File: config.mk
export PLATFORM = sky130hd
export DESIGN_NAME = mcsr_file
export DESIGN_NICKNAME = d
export VERILOG_FILES = /design/src/rtl/mcsr_pkg.sv /design/src/rtl/mcsr_decode.sv /design/src/rtl/mcsr_wmask.sv /design/src/rtl/mcsr_cycle.sv /design/src/rtl/mcsr_file.sv
export SDC_FILE = /design/constraint.sdc
export NUM_CORES = 1
export LEC_CHECK = 0
export CAP_MARGIN = 25
export CORE_ASPECT_RATIO = 0.5
export CORE_UTILIZATION = 55
export DETAILED_ROUTE_END_ITERATION = 10
export DONT_BUFFER_PORTS = 1
export PLACE_DENSITY = 0.73
export SLEW_MARGIN = 20
export SYNTH_ARGS = -nofsm -noshare
export SYNTH_HDL_FRONTEND = slang
export SYNTH_HIERARCHICAL = 1
export SYNTH_SLANG_ARGS = --single-unit
File: constraint.sdc
create_clock -name clk -period 5.6 [get_ports clk]
set_clock_uncertainty 0.1 [all_clocks]
set_input_delay 0.84 -clock clk [delete_from_list [all_inputs] [get_ports clk]]
set_output_delay 0.84 -clock clk [all_outputs]
set_load 0.005 [all_outputs]
File: src/rtl/mcsr_pkg.sv
// Shared constants and types for the machine-mode CSR file.
// Assumes a 32-bit datapath and a 12-bit CSR address space.
package mcsr_pkg;
    localparam int XLEN   = 32;
    localparam int ADDR_W = 12;
    localparam int FLD_W  = 5;

    localparam logic [ADDR_W-1:0] ADDR_STATUS  = 12'h300;
    localparam logic [ADDR_W-1:0] ADDR_ISA     = 12'h301;
    localparam logic [ADDR_W-1:0] ADDR_IEN     = 12'h304;
    localparam logic [ADDR_W-1:0] ADDR_TVEC    = 12'h305;
    localparam logic [ADDR_W-1:0] ADDR_VENDOR  = 12'h311;
    localparam logic [ADDR_W-1:0] ADDR_ARCH    = 12'h312;
    localparam logic [ADDR_W-1:0] ADDR_IMPL    = 12'h313;
    localparam logic [ADDR_W-1:0] ADDR_HART    = 12'h314;
    localparam logic [ADDR_W-1:0] ADDR_SCRATCH = 12'h340;
    localparam logic [ADDR_W-1:0] ADDR_EPC     = 12'h341;
    localparam logic [ADDR_W-1:0] ADDR_CAUSE   = 12'h342;
    localparam logic [ADDR_W-1:0] ADDR_IPEND   = 12'h344;
    localparam logic [ADDR_W-1:0] ADDR_STEP    = 12'h7C0;
    localparam logic [ADDR_W-1:0] ADDR_CYC_LO  = 12'hB00;
    localparam logic [ADDR_W-1:0] ADDR_CYC_HI  = 12'hB80;

    // Bit positions inside the status word (software decodes these)
    localparam int ST_IE_BIT  = 3;
    localparam int ST_PIE_BIT = 7;
    localparam int ST_PP_LO   = 11;

    typedef enum logic [1:0] {
        OP_READ  = 2'b00,
        OP_WRITE = 2'b01,
        OP_SET   = 2'b10,
        OP_CLEAR = 2'b11
    } csr_op_e;

    typedef enum logic [3:0] {
        SEL_NONE, SEL_STATUS, SEL_ISA, SEL_IEN, SEL_TVEC, SEL_VENDOR,
        SEL_ARCH, SEL_IMPL, SEL_HART, SEL_SCRATCH, SEL_EPC, SEL_CAUSE,
        SEL_IPEND, SEL_CYC_LO, SEL_CYC_HI, SEL_STEP
    } csr_sel_e;
endpackage

File: src/rtl/mcsr_decode.sv
// Address decoder: maps a 12-bit CSR address to a register select.
// It also flags whether the address exists and whether it is read-only.
// Purely combinational; assumes the caller qualifies with a valid strobe.
module mcsr_decode
    import mcsr_pkg::*;
(
    input  logic [ADDR_W-1:0] addr_i,
    output csr_sel_e          sel_o,
    output logic              known_o,
    output logic              ro_o
);
    // Address to select lookup
    always_comb begin
        unique case (addr_i)
            ADDR_STATUS:  sel_o = SEL_STATUS;
            ADDR_ISA:     sel_o = SEL_ISA;
            ADDR_IEN:     sel_o = SEL_IEN;
            ADDR_TVEC:    sel_o = SEL_TVEC;
            ADDR_VENDOR:  sel_o = SEL_VENDOR;
            ADDR_ARCH:    sel_o = SEL_ARCH;
            ADDR_IMPL:    sel_o = SEL_IMPL;
            ADDR_HART:    sel_o = SEL_HART;
            ADDR_SCRATCH: sel_o = SEL_SCRATCH;
            ADDR_EPC:     sel_o = SEL_EPC;
            ADDR_CAUSE:   sel_o = SEL_CAUSE;
            ADDR_IPEND:   sel_o = SEL_IPEND;
            ADDR_STEP:    sel_o = SEL_STEP;
            ADDR_CYC_LO:  sel_o = SEL_CYC_LO;
            ADDR_CYC_HI:  sel_o = SEL_CYC_HI;
            default:      sel_o = SEL_NONE;
        endcase
    end

    // Existence and read-only classification
    always_comb begin
        known_o = (sel_o != SEL_NONE);
        ro_o    = (sel_o == SEL_VENDOR) || (sel_o == SEL_ARCH) ||
                  (sel_o == SEL_IMPL)   || (sel_o == SEL_HART);
    end
endmodule

File: src/rtl/mcsr_wmask.sv
// Read-modify-write unit: forms the new register value from the old value,
// the operand and the operation, and says whether a write is requested.
// Set and clear with a zero source field request no write.
module mcsr_wmask
    import mcsr_pkg::*;
#(
    parameter int W = 32,
    parameter int F = 5
) (
    input  csr_op_e        op_i,
    input  logic [F-1:0]   field_i,
    input  logic [W-1:0]   old_i,
    input  logic [W-1:0]   operand_i,
    output logic [W-1:0]   new_o,
    output logic           wr_o
);
    localparam logic [F-1:0] FIELD_ZERO = '0;

    // Combine old value and operand per operation
    always_comb begin
        unique case (op_i)
            OP_WRITE: begin new_o = operand_i;           wr_o = 1'b1; end
            OP_SET:   begin new_o = old_i | operand_i;   wr_o = (field_i != FIELD_ZERO); end
            OP_CLEAR: begin new_o = old_i & ~operand_i;  wr_o = (field_i != FIELD_ZERO); end
            default:  begin new_o = old_i;               wr_o = 1'b0; end
        endcase
    end
endmodule

File: src/rtl/mcsr_cycle.sv
// Free-running cycle counter built from two halves, each loadable on its own.
// A load holds the other half for that cycle; counting resumes on the next edge.
module mcsr_cycle #(
    parameter int HALF_W = 32
) (
    input  logic              clk,
    input  logic              rst_n,
    input  logic              ld_lo_i,
    input  logic              ld_hi_i,
    input  logic [HALF_W-1:0] wdata_i,
    output logic [HALF_W-1:0] lo_o,
    output logic [HALF_W-1:0] hi_o
);
    localparam int CNT_W = 2 * HALF_W;

    logic [CNT_W-1:0] cnt_q;

    // Count, or load the addressed half
    always_ff @(posedge clk) begin
        if (!rst_n)       cnt_q <= '0;
        else if (ld_lo_i) cnt_q[HALF_W-1:0]     <= wdata_i;
        else if (ld_hi_i) cnt_q[CNT_W-1:HALF_W] <= wdata_i;
        else              cnt_q <= cnt_q + CNT_W'(1);
    end

    assign lo_o = cnt_q[HALF_W-1:0];
    assign hi_o = cnt_q[CNT_W-1:HALF_W];
endmodule

File: src/rtl/mcsr_file.sv
// Machine-mode CSR file: decode, read mux, write masking, trap stack,
// identification constants and cycle counter. Reads are combinational;
// writes and strobes take effect at the next rising edge. Trap strobes
// take priority over software writes, which are dropped in that cycle.
module mcsr_file
    import mcsr_pkg::*;
#(
    parameter bit          HAS_MUL    = 1'b1,
    parameter int          VER_MAJOR  = 1,
    parameter int          VER_MINOR  = 20,
    parameter logic [31:0] TVEC_RESET = 32'h0000_0000,
    parameter logic [31:0] IEN_MASK   = 32'hFFFF_0888
) (
    input  logic              clk,
    input  logic              rst_n,
    input  logic              acc_valid_i,
    input  logic [1:0]        acc_op_i,
    input  logic [11:0]       acc_addr_i,
    input  logic [4:0]        acc_field_i,
    input  logic [31:0]       acc_operand_i,
    output logic [31:0]       acc_rdata_o,
    output logic              acc_illegal_o,
    input  logic              trap_enter_i,
    input  logic [31:0]       trap_pc_i,
    input  logic [31:0]       trap_cause_i,
    input  logic              trap_return_i,
    input  logic [31:0]       irq_pending_i,
    output logic              irq_global_en_o,
    output logic [31:0]       irq_enable_o,
    output logic [31:0]       trap_vector_o,
    output logic [31:0]       epc_o,
    output logic              single_step_o
);
    localparam int          HALF_W   = XLEN / 2;
    localparam logic [XLEN-1:0] ISA_BASE = (XLEN'(1) << 30) | (XLEN'(1) << 8);
    localparam logic [XLEN-1:0] ISA_WORD = HAS_MUL ? (ISA_BASE | (XLEN'(1) << 12)) : ISA_BASE;
    localparam logic [XLEN-1:0] IMPL_WORD = {HALF_W'(VER_MAJOR), HALF_W'(VER_MINOR)};
    localparam logic [XLEN-1:0] ALIGN_MASK = ~XLEN'(3);

    csr_sel_e          sel;
    logic              known, ro;
    logic [XLEN-1:0]   new_val;
    logic              wr_req, wr_en, trap_busy;
    logic              st_ie_q, st_pie_q;
    logic [XLEN-1:0]   tvec_q, scratch_q, epc_q, cause_q, ien_q;
    logic              step_q;
    logic [XLEN-1:0]   cyc_lo, cyc_hi;
    logic [XLEN-1:0]   status_word;

    mcsr_decode u_decode (
        .addr_i  (acc_addr_i),
        .sel_o   (sel),
        .known_o (known),
        .ro_o    (ro)
    );

    // Assemble the status word from its live bits and the fixed privilege field
    always_comb begin
        status_word = '0;
        status_word[ST_PP_LO+1:ST_PP_LO] = 2'b11;
        status_word[ST_IE_BIT]  = st_ie_q;
        status_word[ST_PIE_BIT] = st_pie_q;
    end

    // Read mux: current value of the addressed register
    always_comb begin
        unique case (sel)
            SEL_STATUS:  acc_rdata_o = status_word;
            SEL_ISA:     acc_rdata_o = ISA_WORD;
            SEL_IEN:     acc_rdata_o = ien_q;
            SEL_TVEC:    acc_rdata_o = tvec_q;
            SEL_IMPL:    acc_rdata_o = IMPL_WORD;
            SEL_SCRATCH: acc_rdata_o = scratch_q;
            SEL_EPC:     acc_rdata_o = epc_q;
            SEL_CAUSE:   acc_rdata_o = cause_q;
            SEL_IPEND:   acc_rdata_o = irq_pending_i & IEN_MASK;
            SEL_CYC_LO:  acc_rdata_o = cyc_lo;
            SEL_CYC_HI:  acc_rdata_o = cyc_hi;
            SEL_STEP:    acc_rdata_o = {{(XLEN-1){1'b0}}, step_q};
            default:     acc_rdata_o = '0;
        endcase
    end

    mcsr_wmask #(.W(XLEN), .F(FLD_W)) u_wmask (
        .op_i      (csr_op_e'(acc_op_i)),
        .field_i   (acc_field_i),
        .old_i     (acc_rdata_o),
        .operand_i (acc_operand_i),
        .new_o     (new_val),
        .wr_o      (wr_req)
    );

    // Legality and final write enable
    always_comb begin
        acc_illegal_o = acc_valid_i && (!known || (ro && wr_req));
        trap_busy     = trap_enter_i || trap_return_i;
        wr_en         = acc_valid_i && !acc_illegal_o && wr_req && !trap_busy;
    end

    // Interrupt-enable stack: trap entry pushes, trap return pops
    always_ff @(posedge clk) begin
        if (!rst_n) begin
            st_ie_q  <= 1'b0;
            st_pie_q <= 1'b0;
        end else if (trap_enter_i) begin
            st_pie_q <= st_ie_q;
            st_ie_q  <= 1'b0;
        end else if (trap_return_i) begin
            st_ie_q  <= st_pie_q;
            st_pie_q <= 1'b1;
        end else if (wr_en && sel == SEL_STATUS) begin
            st_ie_q  <= new_val[ST_IE_BIT];
            st_pie_q <= new_val[ST_PIE_BIT];
        end
    end

    // Exception PC: loaded by trap entry or software, word aligned
    always_ff @(posedge clk) begin
        if (!rst_n)                          epc_q <= '0;
        else if (trap_enter_i)               epc_q <= trap_pc_i & ALIGN_MASK;
        else if (wr_en && sel == SEL_EPC)    epc_q <= new_val & ALIGN_MASK;
    end

    // Trap cause: loaded by trap entry or software
    always_ff @(posedge clk) begin
        if (!rst_n)                          cause_q <= '0;
        else if (trap_enter_i)               cause_q <= trap_cause_i;
        else if (wr_en && sel == SEL_CAUSE)  cause_q <= new_val;
    end

    // Trap vector base, word aligned
    always_ff @(posedge clk) begin
        if (!rst_n)                          tvec_q <= TVEC_RESET & ALIGN_MASK;
        else if (wr_en && sel == SEL_TVEC)   tvec_q <= new_val & ALIGN_MASK;
    end

    // Scratch register
    always_ff @(posedge clk) begin
        if (!rst_n)                            scratch_q <= '0;
        else if (wr_en && sel == SEL_SCRATCH)  scratch_q <= new_val;
    end

    // Single-step enable bit
    always_ff @(posedge clk) begin
        if (!rst_n)                          step_q <= 1'b0;
        else if (wr_en && sel == SEL_STEP)   step_q <= new_val[0];
    end

    // Interrupt-enable register: a flop only where the mask has a bit
    for (genvar b = 0; b < XLEN; b++) begin : g_ien
        if (IEN_MASK[b]) begin : g_flop
            // Per-bit enable storage
            always_ff @(posedge clk) begin
                if (!rst_n)                        ien_q[b] <= 1'b0;
                else if (wr_en && sel == SEL_IEN)  ien_q[b] <= new_val[b];
            end
        end else begin : g_tie
            assign ien_q[b] = 1'b0;
        end
    end

    mcsr_cycle #(.HALF_W(XLEN)) u_cycle (
        .clk     (clk),
        .rst_n   (rst_n),
        .ld_lo_i (wr_en && sel == SEL_CYC_LO),
        .ld_hi_i (wr_en && sel == SEL_CYC_HI),
        .wdata_i (new_val),
        .lo_o    (cyc_lo),
        .hi_o    (cyc_hi)
    );

    assign irq_global_en_o = st_ie_q;
    assign irq_enable_o    = ien_q;
    assign trap_vector_o   = tvec_q;
    assign epc_o           = epc_q;
    assign single_step_o   = step_q;
endmodule

After elaboration in Yosys (flattened, before gate mapping) --
Cells that the tools add are included.
Cells by class: reduce and logical (&&, ||, !) cells 30, add/sub/neg operators 1, equality and inequality tests 34, multiplexer cells 16, bitwise operators 4
Operator list (number):
- $pmux W32 S12 | 1
- $mux W32 | 7
- $eq A12 B10 Y1 const B | 12
- $pmux W32 S3 | 1
- $add A64 B1 Y64 const B | 1
- $pmux W4 S15 | 1
- $and A32 B32 Y32 | 1
- $eq A4 B4 Y1 const B | 8
- $not A32 Y32 | 1
- $or A32 B32 Y32 | 1
- $eq A12 B12 Y1 const B | 2
- $eq A4 B3 Y1 const B | 4
- $logic_and A1 B1 Y1 | 14
- $eq A12 B11 Y1 const B | 1
- $eq A4 B2 Y1 const B | 2
- $reduce_bool A2 Y1 | 3
- $logic_or A1 B1 Y1 | 5
- $mux W1 | 5
- $reduce_bool A5 Y1 | 1
- $eq A2 B2 Y1 const B | 2
- $eq A4 B1 Y1 const B | 1
- $reduce_bool A4 Y1 | 1
- $reduce_or A2 Y1 | 2
- $logic_not A1 Y1 | 3
- 5 further kinds | 5
Storage, ports and cells: output and inout port bits 131, input bits 152, register bits 210, word-level logic and storage cells 113

Depth between registers and ports, before layout --
Gate-level depths: netlist of run 1.
word-level depth 17, mapped depth 18, gate-level depth less buffers 14

Cells and area by module --
The synthesis of run 1 kept the hierarchy.
By module, submodules not included:
- mcsr_file | sequential area each 2922.8 um^2, area each 8027.7 um^2, cells each 922, instances 1
- mcsr_cycle | sequential area each 1281.2 um^2, area each 3948.8 um^2, cells each 529, instances 1
- mcsr_wmask | sequential area each 0.0 um^2, area each 1017.2 um^2, cells each 146, instances 1
- mcsr_decode | sequential area each 0.0 um^2, area each 347.8 um^2, cells each 50, instances 1

Worst setup path after synthesis of run 1 --
Ideal clock, no wire load.
kind input-to-reg, start point input acc_addr_i[7], end point register u_cycle.cnt_q[44], setup slack 1474 ps, path buffers 8, required time 5425 ps, stages 16, setup time 75 ps, arrival 3951 ps, cell sequence buf_6 > or4b_4 > nor3b_2 > nand3b_1 > a32o_2 > buf_6 > and2b_1 > buf_2 > buf_2 > buf_2 > and3_1 > clkbuf_1 > clkbuf_1 > clkbuf_1 > a21oi_1 > o22ai_1
Between the ends: word-level cells in the longest chain between the ends 15, elaborated cells on any way between the ends 50, classes of those cells eq/ne (30); mux (4); bitwise (2); reduce/logical (14)
RTL lines:
- start: declaration | line mcsr_file.sv:18 | input logic [11:0] acc_addr_i,
- $eq A12 B12 Y1, or another cell as far along | line mcsr_decode.sv:14 | unique case (addr_i)
- $pmux W4 S15 (*) | line mcsr_decode.sv:14
- via sel[1] | line mcsr_file.sv:40 | csr_sel_e sel;
- $eq A4 B3 Y1 | line mcsr_decode.sv:37 | ro_o = (sel_o == SEL_VENDOR) || (sel_o == SEL_ARCH) ||
- $logic_or A1 B1 Y1 (2 in a row) | line mcsr_decode.sv:37
- $logic_or A1 B1 Y1 | line mcsr_decode.sv:38 | (sel_o == SEL_IMPL) || (sel_o == SEL_HART);
- $logic_and A1 B1 Y1 | line mcsr_file.sv:95 | acc_illegal_o = acc_valid_i && (!known || (ro && wr_req));
- $logic_or A1 B1 Y1 | line mcsr_file.sv:95
- $logic_and A1 B1 Y1 | line mcsr_file.sv:95
- $logic_not A1 Y1 | line mcsr_file.sv:97 | wr_en = acc_valid_i && !acc_illegal_o && wr_req && !trap_busy;
- $logic_and A1 B1 Y1 (3 in a row) | line mcsr_file.sv:97
- $logic_and A1 B1 Y1 | line mcsr_file.sv:166 | .ld_hi_i (wr_en && sel == SEL_CYC_HI),
- $mux W32 | line mcsr_cycle.sv:22 | else if (ld_hi_i) cnt_q[CNT_W-1:HALF_W] <= wdata_i;
- end signal: indexed assignment | line mcsr_cycle.sv:21 | else if (ld_lo_i) cnt_q[HALF_W-1:0] <= wdata_i;
- end signal: indexed assignment | line mcsr_cycle.sv:22
- end signal: assignment | line mcsr_cycle.sv:23 | else cnt_q <= cnt_q + CNT_W'(1);
- end: declaration | line mcsr_cycle.sv:16 | logic [CNT_W-1:0] cnt_q;
The timed path passes the listed nets; every way through them passes the cells marked *. A chain may end at the register's enable or synchronous reset.

Worst setup path in the final report of run 1 --
start point input acc_addr_i[5], end point output acc_rdata_o[3]
Between the ends: word-level cells in the longest chain between the ends 4, elaborated cells on any way between the ends 29, classes of those cells eq/ne (27); mux (2)
RTL lines:
- $eq A12 B12 Y1, or another cell as far along | line mcsr_decode.sv:14
- $pmux W4 S15 (*) | line mcsr_decode.sv:14
- via sel[0] | line mcsr_file.sv:40
- $eq A4 B4 Y1, or another cell as far along | line mcsr_file.sv:67 | unique case (sel)
- $pmux W32 S12 (*) | line mcsr_file.sv:67
- end: declaration | line mcsr_file.sv:21 | output logic [31:0] acc_rdata_o,
Marked as above.

==> impl_metrics.xml, run 1 <==
<?xml version="1.0" encoding="UTF-8"?>
<metrics>
  <group name="global_route">
    <metric name="gr_layer_usage_met1" unit="">0.543</metric>
    <metric name="global_route.overflow_total" unit="">0</metric>
    <metric name="top_usage_layer" unit="">met2</metric>
    <metric name="grt_first_pass_wirelength" unit="µm">77100</metric>
    <metric name="use_met2" unit="">0.581</metric>
    <metric name="number_of_antenna_violations_at_the_first_check_in_global_routing" unit="">3</metric>
    <metric name="grt_pass1_vias" unit="">12300</metric>
    <metric name="grt_start_max_net_pins" unit="">176</metric>
    <metric name="met3_capacity_usage_during_global_routing" unit="">0.164</metric>
    <metric name="globalRouteTotalUtil" unit="">0.403</metric>
  </group>
  <group name="clock_network">
    <metric name="post-cts-setup-buffer-count" unit="">0</metric>
    <metric name="cts_max_path_buffers" unit="">3</metric>
    <metric name="cts_hold_buffers" unit="">0</metric>
    <metric name="cts_num_sinks" unit="">210</metric>
    <metric name="cts_tree" unit="">done</metric>
    <metric name="clk_pin_slew" unit="ns">0.07</metric>
    <metric name="tritoncts.num_buffers" unit="">21</metric>
    <metric name="clock_insertion_delay_at_the_later_pin_of_the_skew_report" unit="ns">0.52</metric>
    <metric name="cts_resized" unit="">0</metric>
    <metric name="h-tree-depth" unit="">1</metric>
    <metric name="cts_root_buf" unit="">clkbuf_16</metric>
  </group>
  <group name="place">
    <metric name="buffer_ports.inserted" unit="">0</metric>
    <metric name="gp_congestion" unit="">1.00</metric>
    <metric name="detail_placement_hpwl" unit="µm">37400</metric>
  </group>
  <group name="timing">
    <metric name="grt_setup_unrepaired" unit="">false</metric>
    <metric name="finalCritPeriodShare" unit="">0.861</metric>
    <metric name="timing.slew.headroom" unit="">0.177</metric>
    <metric name="max_freq" unit="MHz">207</metric>
    <metric name="finalSetupViolCount" unit="">0</metric>
    <metric name="tightest_slew" unit="ns">1.23</metric>
    <metric name="layout_min_cycle_time" unit="ns">4.82</metric>
    <metric name="finalSetupTns" unit="ns">0</metric>
    <metric name="maxSlewViolCount" unit="">0</metric>
    <metric name="hold_viol" unit="">0</metric>
  </group>
  <group name="route">
    <metric name="route.final.wire_length" unit="µm">52300</metric>
    <metric name="routed_wire_length_per_instance" unit="µm">27.4</metric>
    <metric name="detail_route.iter0.violations" unit="">2196</metric>
    <metric name="drt.antenna.violating_nets" unit="">0</metric>
    <metric name="total_via_count_after_detailed_routing" unit="">13700</metric>
    <metric name="route.detailed.vias_per_inst" unit="">7.19</metric>
    <metric name="post-route-drc-count" unit="">0</metric>
    <metric name="drt_first_pass_iters" unit="">7</metric>
  </group>
  <group name="synthesis">
    <metric name="post_synth_most_frequent_cells" unit="">dfxtp_1 (210), nand2_1 (199), o21ai_0 (129)</metric>
    <metric name="number_of_enable_flip_flop_cells_after_synthesis" unit="">0</metric>
    <metric name="yosysTopAreaCellShare" unit="">0.315</metric>
    <metric name="mappedNetlistArea" unit="µm²">13300</metric>
    <metric name="synth_warnings" unit="">6</metric>
    <metric name="synth.ff_latch_count" unit="">210</metric>
    <metric name="yosysSeqAreaShare" unit="">0.315</metric>
    <metric name="postSynthCellCount" unit="">1647</metric>
    <metric name="async_reset_ff_frac" unit="">0</metric>
    <metric name="post_synth_main_area_contributors" unit="">dfxtp_1 (32%), mux2i_1 (7.8%), nand2_1 (5.6%), o21ai_0 (4.8%), a21oi_1 (3.8%)</metric>
    <metric name="synthDominantAreaCellType" unit="">dfxtp_1</metric>
    <metric name="synth-main-ff-cell" unit="">dfxtp_1</metric>
    <metric name="synth_cell_types" unit="">86</metric>
    <metric name="synthMostInstantiatedCell" unit="">dfxtp_1</metric>
    <metric name="syn-mean-instance-area" unit="µm²">8.10</metric>
  </group>
  <group name="die">
    <metric name="floorplan.initialDensity" unit="">0.572</metric>
    <metric name="rows" unit="">39</metric>
    <metric name="pin_count" unit="">283</metric>
    <metric name="die_width" unit="µm">222</metric>
    <metric name="fp.dieArea" unit="µm²">24900</metric>
    <metric name="die_h" unit="µm">112</metric>
    <metric name="coreArea" unit="µm²">23300</metric>
  </group>
  <group name="hold_path">
    <metric name="worst_hold_path.num_cells" unit="">2</metric>
    <metric name="timing.hold.worst.class" unit="">reg2reg</metric>
  </group>
  <group name="layout">
    <metric name="utilization" unit="">0.598</metric>
    <metric name="area_growth" unit="%">4.58</metric>
    <metric name="num-fill-cells" unit="">2040</metric>
    <metric name="final_layout_size_suffix_gt1_frac" unit="">0.0925</metric>
    <metric name="finalNetCount" unit="">1741</metric>
  </group>
  <group name="worst_setup_path">
    <metric name="maximum_net_fanout_on_the_critical_path" unit="">20</metric>
    <metric name="r2r_cells" unit="">5</metric>
    <metric name="path_buf_inv" unit="">1</metric>
    <metric name="start_kind" unit="">input pin</metric>
    <metric name="worstPathRequired" unit="ns">4.66</metric>
    <metric name="worstPathArrival" unit="ns">3.88</metric>
    <metric name="crit_slowest_cell" unit="">or4b_4</metric>
    <metric name="timing.setup.critical_path_class" unit="">in2out</metric>
    <metric name="worstPathCellList" unit="">or4b_4 -&gt; nor3b_1 -&gt; o21ai_0 -&gt; nand2_2 -&gt; buf_4 -&gt; and2b_1 -&gt; and2_0 -&gt; a22oi_1 -&gt; o211ai_1</metric>
    <metric name="path_delay_family" unit="">simple AND/OR/NAND/NOR gates</metric>
    <metric name="crit_cells" unit="">9</metric>
    <metric name="timing.critical_path.to_type" unit="">primary output</metric>
    <metric name="worst_path_largest_cell_delay" unit="ns">0.57</metric>
  </group>
  <group name="power">
    <metric name="irDropWorstVdd" unit="mV">0.161</metric>
    <metric name="power_density" unit="nW/µm²">231</metric>
    <metric name="power.leakage" unit="nW">4.89</metric>
  </group>
  <group name="run">
    <metric name="max-cap-violations" unit="">0</metric>
  </group>
  <group name="run_status">
    <metric name="status" unit="">completed</metric>
  </group>
</metrics>
path summary, 6_finish.rpt:
check | startpoint | to | slack, ns
worst min-delay path | scratch_q[25] | scratch_q[25] | 0.35
worst max-delay path | acc_addr_i[5] | acc_rdata_o[3] | 0.78
worst max register to register | u_cycle/cnt_q[16] | u_cycle/cnt_q[62] | 2.57
worst min register to register | scratch_q[25] | scratch_q[25] | 0.35
cell type report:
class,instances,area (µm²),area share
timing repair buffer,58,435,0.0312
inverter,46,174,0.0125
tap,307,384,0.0275
antenna,2,5.00,0.000359
multi-input combinational,1251,8120,0.582
sequential,210,4200,0.301
clock inverter,5,53.8,0.00386
clock buffer,30,579,0.0415
flip-flops by register name, indices dropped and copies added (netlist names):
signal,cells
u_cycle/cnt_q,64
cause_q,32
scratch_q,32
epc_o,30
trap_vector_o,30
irq_enable_o,19
irq_global_en_o,1
single_step_o,1
st_pie_q,1
placed cells by master (no fill, tap or decap), types with 6 or more instances in the layout:
cell type / Yosys / routed
a31oi_1: 17 / 17
nand3_2: 3 / 6
o221ai_1: 14 / 14
or3_1: 6 / 6
a21boi_1: 61 / 61
nor2_1: 71 / 71
buf_4: 32 / 58
o211ai_1: 17 / 17
o21ai_0: 129 / 129
nand3_1: 37 / 34
clkbuf_1: 77 / 7
a22oi_1: 65 / 65
a22oi_2: 15 / 15
nor2b_1: 31 / 31
xnor2_1: 46 / 46
a22o_1: 19 / 19
mux2i_1: 104 / 104
nand3b_1: 6 / 6
nand2_1: 199 / 198
and2_1: 10 / 10
xor2_1: 18 / 18
a211oi_1: 17 / 17
o2bb2ai_1: 7 / 7
mux2_2: 11 / 11
inv_1: 43 / 43
nor4_1: 14 / 14
a221oi_1: 15 / 15
conb_1: 1 / 17
a21oi_1: 101 / 101
o21ai_1: 9 / 9
or4_1: 8 / 8
a222oi_1: 8 / 8
a32oi_1: 9 / 9
nor3_1: 27 / 26
nand4_1: 36 / 36
clkbuf_16: 0 / 21
dfxtp_1: 210 / 210
and3_1: 19 / 19
cell families after synthesis:
logic type,Yosys count,synth area share
compound gates,539,0.272
simple gates,515,0.199
flops,210,0.315
buf+inv,202,0.0827
mux,115,0.0873
xor+xnor,64,0.0420
fa+ha+maj,1,0.000938
other cells,1,0.000281
per-stage QoR:
| step | setup WS (ns) | power (mW) | hold WS, ns | cell area, µm² | std cells |
|---|---|---|---|---|---|
| 2_1_floorplan | 1.47 | 1.80 | 0.332 | 13400 | 1663 |
| 3_3_place_gp | 0.860 | 1.85 | 0.337 | 13300 | 1872 |
| 3_5_place_dp | 0.745 | 1.86 | 0.345 | 13300 | 1872 |
| 4_1_cts | 0.928 | 3.20 | 0.354 | 13900 | 1907 |
| 5_1_grt | 0.683 | 3.30 | 0.371 | 14000 | 1909 |
| 6_report | 0.776 | 3.22 | 0.354 | 14000 | 1909 |
worst min-delay path: cells and delay by family (launching register included):
family / cells / cell delay [ns]
flip-flops: 1 / 0.31
AO/OA/AOI/OAI: 1 / 0.05
AND/OR/NAND/NOR: 1 / 0.05
where the power goes:
| part | switching, mW | internal, mW | total, mW |
|---|---|---|---|
| combinational | 0.162 | 0.104 | 0.266 |
| clock | 0.621 | 0.765 | 1.39 |
| sequential | 0.0413 | 1.53 | 1.57 |
| total | 0.825 | 2.40 | 3.22 |
per-layer routing:
| metal | routed length [µm] | up-vias | part of all wire |
|---|---|---|---|
| met4 | 1830 | 4 | 0.035 |
| met2 | 21600 | 1113 | 0.41 |
| met5 | 90 | - | 0.0017 |
| li1 | - | 5899 | - |
| met1 | 19800 | 6553 | 0.38 |
| met3 | 9030 | 158 | 0.17 |
Note: power is estimated with default switching activity, not from simulation.
==> run 2, diff against run 1 <==
- clock period: 5.6 -> 6.24 ns (I/O delays scaled with it)
==> impl_metrics.xml, run 2 (synthesized netlist as in run 1, its figures left out) <==
<?xml version="1.0" encoding="UTF-8"?>
<metrics>
  <group name="timing">
    <metric name="finalSetupViolCount" unit="">0</metric>
    <metric name="layout_min_cycle_time" unit="ns">5.22</metric>
    <metric name="timing.slew.headroom" unit="">0.314</metric>
    <metric name="finalCritPeriodShare" unit="">0.836</metric>
    <metric name="tightest_slew" unit="ns">1.03</metric>
    <metric name="max_freq" unit="MHz">192</metric>
    <metric name="hold_viol" unit="">0</metric>
    <metric name="grt_setup_unrepaired" unit="">false</metric>
    <metric name="maxSlewViolCount" unit="">0</metric>
    <metric name="finalSetupTns" unit="ns">0</metric>
  </group>
  <group name="layout">
    <metric name="num-fill-cells" unit="">2114</metric>
    <metric name="finalNetCount" unit="">1722</metric>
    <metric name="layout.cells.most_common" unit="">dfxtp_1</metric>
    <metric name="mostFrequentLayoutCells" unit="">dfxtp_1 (210), nand2_1 (198), o21ai_0 (129), mux2i_1 (104), a21oi_1 (101)</metric>
    <metric name="top_regs" unit="">u_cycle/cnt_q: 64 flops, cause_q: 32 flops, scratch_q: 32 flops</metric>
    <metric name="finalInstanceArea" unit="µm²">13800</metric>
    <metric name="utilization" unit="">0.590</metric>
    <metric name="largest_register" unit="">u_cycle/cnt_q</metric>
    <metric name="final_cell_count_no_fill" unit="">1888</metric>
    <metric name="final_layout_size_suffix_gt1_frac" unit="">0.0806</metric>
    <metric name="flip_flop_count_of_the_largest_register_after_layout" unit="">64</metric>
    <metric name="area_growth" unit="%">3.21</metric>
  </group>
  <group name="die">
    <metric name="floorplan.initialDensity" unit="">0.572</metric>
    <metric name="die_h" unit="µm">112</metric>
    <metric name="pin_count" unit="">283</metric>
    <metric name="fp.dieArea" unit="µm²">24900</metric>
    <metric name="die_width" unit="µm">222</metric>
    <metric name="coreArea" unit="µm²">23300</metric>
    <metric name="rows" unit="">39</metric>
  </group>
  <group name="run_status">
    <metric name="status" unit="">completed</metric>
  </group>
  <group name="global_route">
    <metric name="global_route.overflow_total" unit="">0</metric>
    <metric name="globalRouteTotalUtil" unit="">0.402</metric>
    <metric name="number_of_antenna_violations_at_the_first_check_in_global_routing" unit="">5</metric>
    <metric name="grt_first_pass_wirelength" unit="µm">76300</metric>
    <metric name="grt_pass1_vias" unit="">12000</metric>
    <metric name="grt_start_max_net_pins" unit="">176</metric>
  </group>
  <group name="clock_network">
    <metric name="h-tree-depth" unit="">1</metric>
    <metric name="clock_insertion_delay_at_the_later_pin_of_the_skew_report" unit="ns">0.53</metric>
    <metric name="cts_hold_buffers" unit="">0</metric>
    <metric name="cts_max_path_buffers" unit="">3</metric>
    <metric name="cts_root_buf" unit="">clkbuf_16</metric>
    <metric name="post-cts-setup-buffer-count" unit="">0</metric>
    <metric name="clk_pin_slew" unit="ns">0.06</metric>
    <metric name="cts_tree" unit="">done</metric>
    <metric name="cts_num_sinks" unit="">210</metric>
    <metric name="tritoncts.num_buffers" unit="">20</metric>
    <metric name="cts_resized" unit="">0</metric>
  </group>
  <group name="worst_setup_path">
    <metric name="maximum_net_fanout_on_the_critical_path" unit="">22</metric>
    <metric name="timing.setup.critical_path_class" unit="">in2out</metric>
    <metric name="crit_slowest_cell" unit="">or4b_4</metric>
    <metric name="path_common_cell" unit="">o21ai_0</metric>
    <metric name="worstPathRequired" unit="ns">5.20</metric>
    <metric name="worst_path_largest_cell_delay" unit="ns">0.57</metric>
    <metric name="path_delay_family" unit="">simple AND/OR/NAND/NOR gates</metric>
    <metric name="worstPathArrival" unit="ns">4.18</metric>
    <metric name="timing.critical_path.to_type" unit="">primary output</metric>
    <metric name="worstPathCellList" unit="">or4b_4 -&gt; nor3b_1 -&gt; o21ai_0 -&gt; nand2_2 -&gt; and2b_1 -&gt; buf_4 -&gt; a22o_1 -&gt; a222oi_1 -&gt; o21ai_0</metric>
    <metric name="start_kind" unit="">input pin</metric>
    <metric name="path_buf_inv" unit="">1</metric>
  </group>
  <group name="route">
    <metric name="detail_route.iter0.violations" unit="">2339</metric>
    <metric name="route.detailed.vias_per_inst" unit="">7.22</metric>
    <metric name="total_via_count_after_detailed_routing" unit="">13600</metric>
    <metric name="drt_first_pass_iters" unit="">6</metric>
    <metric name="post-route-drc-count" unit="">0</metric>
    <metric name="route.final.wire_length" unit="µm">52500</metric>
    <metric name="routed_wire_length_per_instance" unit="µm">27.8</metric>
    <metric name="drt.antenna.violating_nets" unit="">0</metric>
  </group>
  <group name="hold_path">
    <metric name="timing.hold.worst.class" unit="">reg2reg</metric>
  </group>
  <group name="place">
    <metric name="placed_cells_incl_taps" unit="">1852</metric>
    <metric name="buffer_ports.inserted" unit="">0</metric>
    <metric name="dpl_cell_area" unit="µm²">13200</metric>
    <metric name="gp_congestion" unit="">1.03</metric>
    <metric name="detail_placement_hpwl" unit="µm">36800</metric>
  </group>
  <group name="power">
    <metric name="internal_power" unit="mW">2.06</metric>
    <metric name="power_frac_seq" unit="">0.505</metric>
    <metric name="power.switching_fraction" unit="">0.262</metric>
    <metric name="power" unit="mW">2.79</metric>
    <metric name="p_switching" unit="µW">732</metric>
    <metric name="combinationalPowerShare" unit="">0.083</metric>
    <metric name="power_density" unit="nW/µm²">203</metric>
    <metric name="share_clk_of_total_power" unit="">0.413</metric>
    <metric name="irDropWorstVdd" unit="mV">0.156</metric>
    <metric name="power.leakage" unit="nW">4.76</metric>
  </group>
  <group name="run">
    <metric name="max-cap-violations" unit="">0</metric>
  </group>
</metrics>
==> run 2: cell type report <==
class	count	area [µm²]	area share
repair buffers	40	313	0.0227
well taps	307	384	0.0279
flip-flops and latches	210	4200	0.305
clock buffers	27	537	0.0390
clock inverters	2	21.3	0.00154
inverters	46	174	0.0126
diodes	5	12.5	0.000909
multi-input cells	1251	8120	0.590
==> run 2: final timing paths <==
path,depth (start not counted),slack (ns),endpoint,from
setup / recovery,9,1.02,acc_rdata_o[15],acc_addr_i[5]
hold / removal,2,0.35,scratch_q[12],scratch_q[12]
setup reg to reg,6,3.13,u_cycle/cnt_q[52],u_cycle/cnt_q[16]
hold reg to reg,2,0.35,scratch_q[12],scratch_q[12]
==> run 2: routing by layer <==
layer | wire length (µm) | vias up | GRT usage
met3 | 8390 | 178 | 0.152
li1 | - | 5865 | -
met1 | 20800 | 6532 | 0.551
met2 | 21100 | 1052 | 0.580
met5 | 13 | - | 0
met4 | 2190 | 2 | 0.126
==> run 2: power by group through the flow <==
| stage | clock (mW) | sequential (mW) | combinational [mW] |
|---|---|---|---|
| after detailed placement | 0 | 1.44 | 0.217 |
| after global routing | 1.19 | 1.41 | 0.242 |
| after global placement | 0 | 1.44 | 0.211 |
| final | 1.15 | 1.41 | 0.231 |
| after floorplan | 0 | 1.42 | 0.193 |
| after CTS | 1.14 | 1.41 | 0.218 |
==> run 2: worst min-delay path, cell delays in order (launching register included) <==
cell	delay, ns
dfxtp_1	0.31
nand2_1	0.05
a21boi_1	0.05
==> run 2: per-stage QoR <==
| stage | setup WS [ns] | hold WS (ns) |
|---|---|---|
| floorplan | 2.02 | 0.332 |
| global placement | 1.24 | 0.337 |
| detailed placement | 1.14 | 0.344 |
| CTS | 1.19 | 0.353 |
| global route | 0.956 | 0.370 |
| finish | 1.02 | 0.354 |
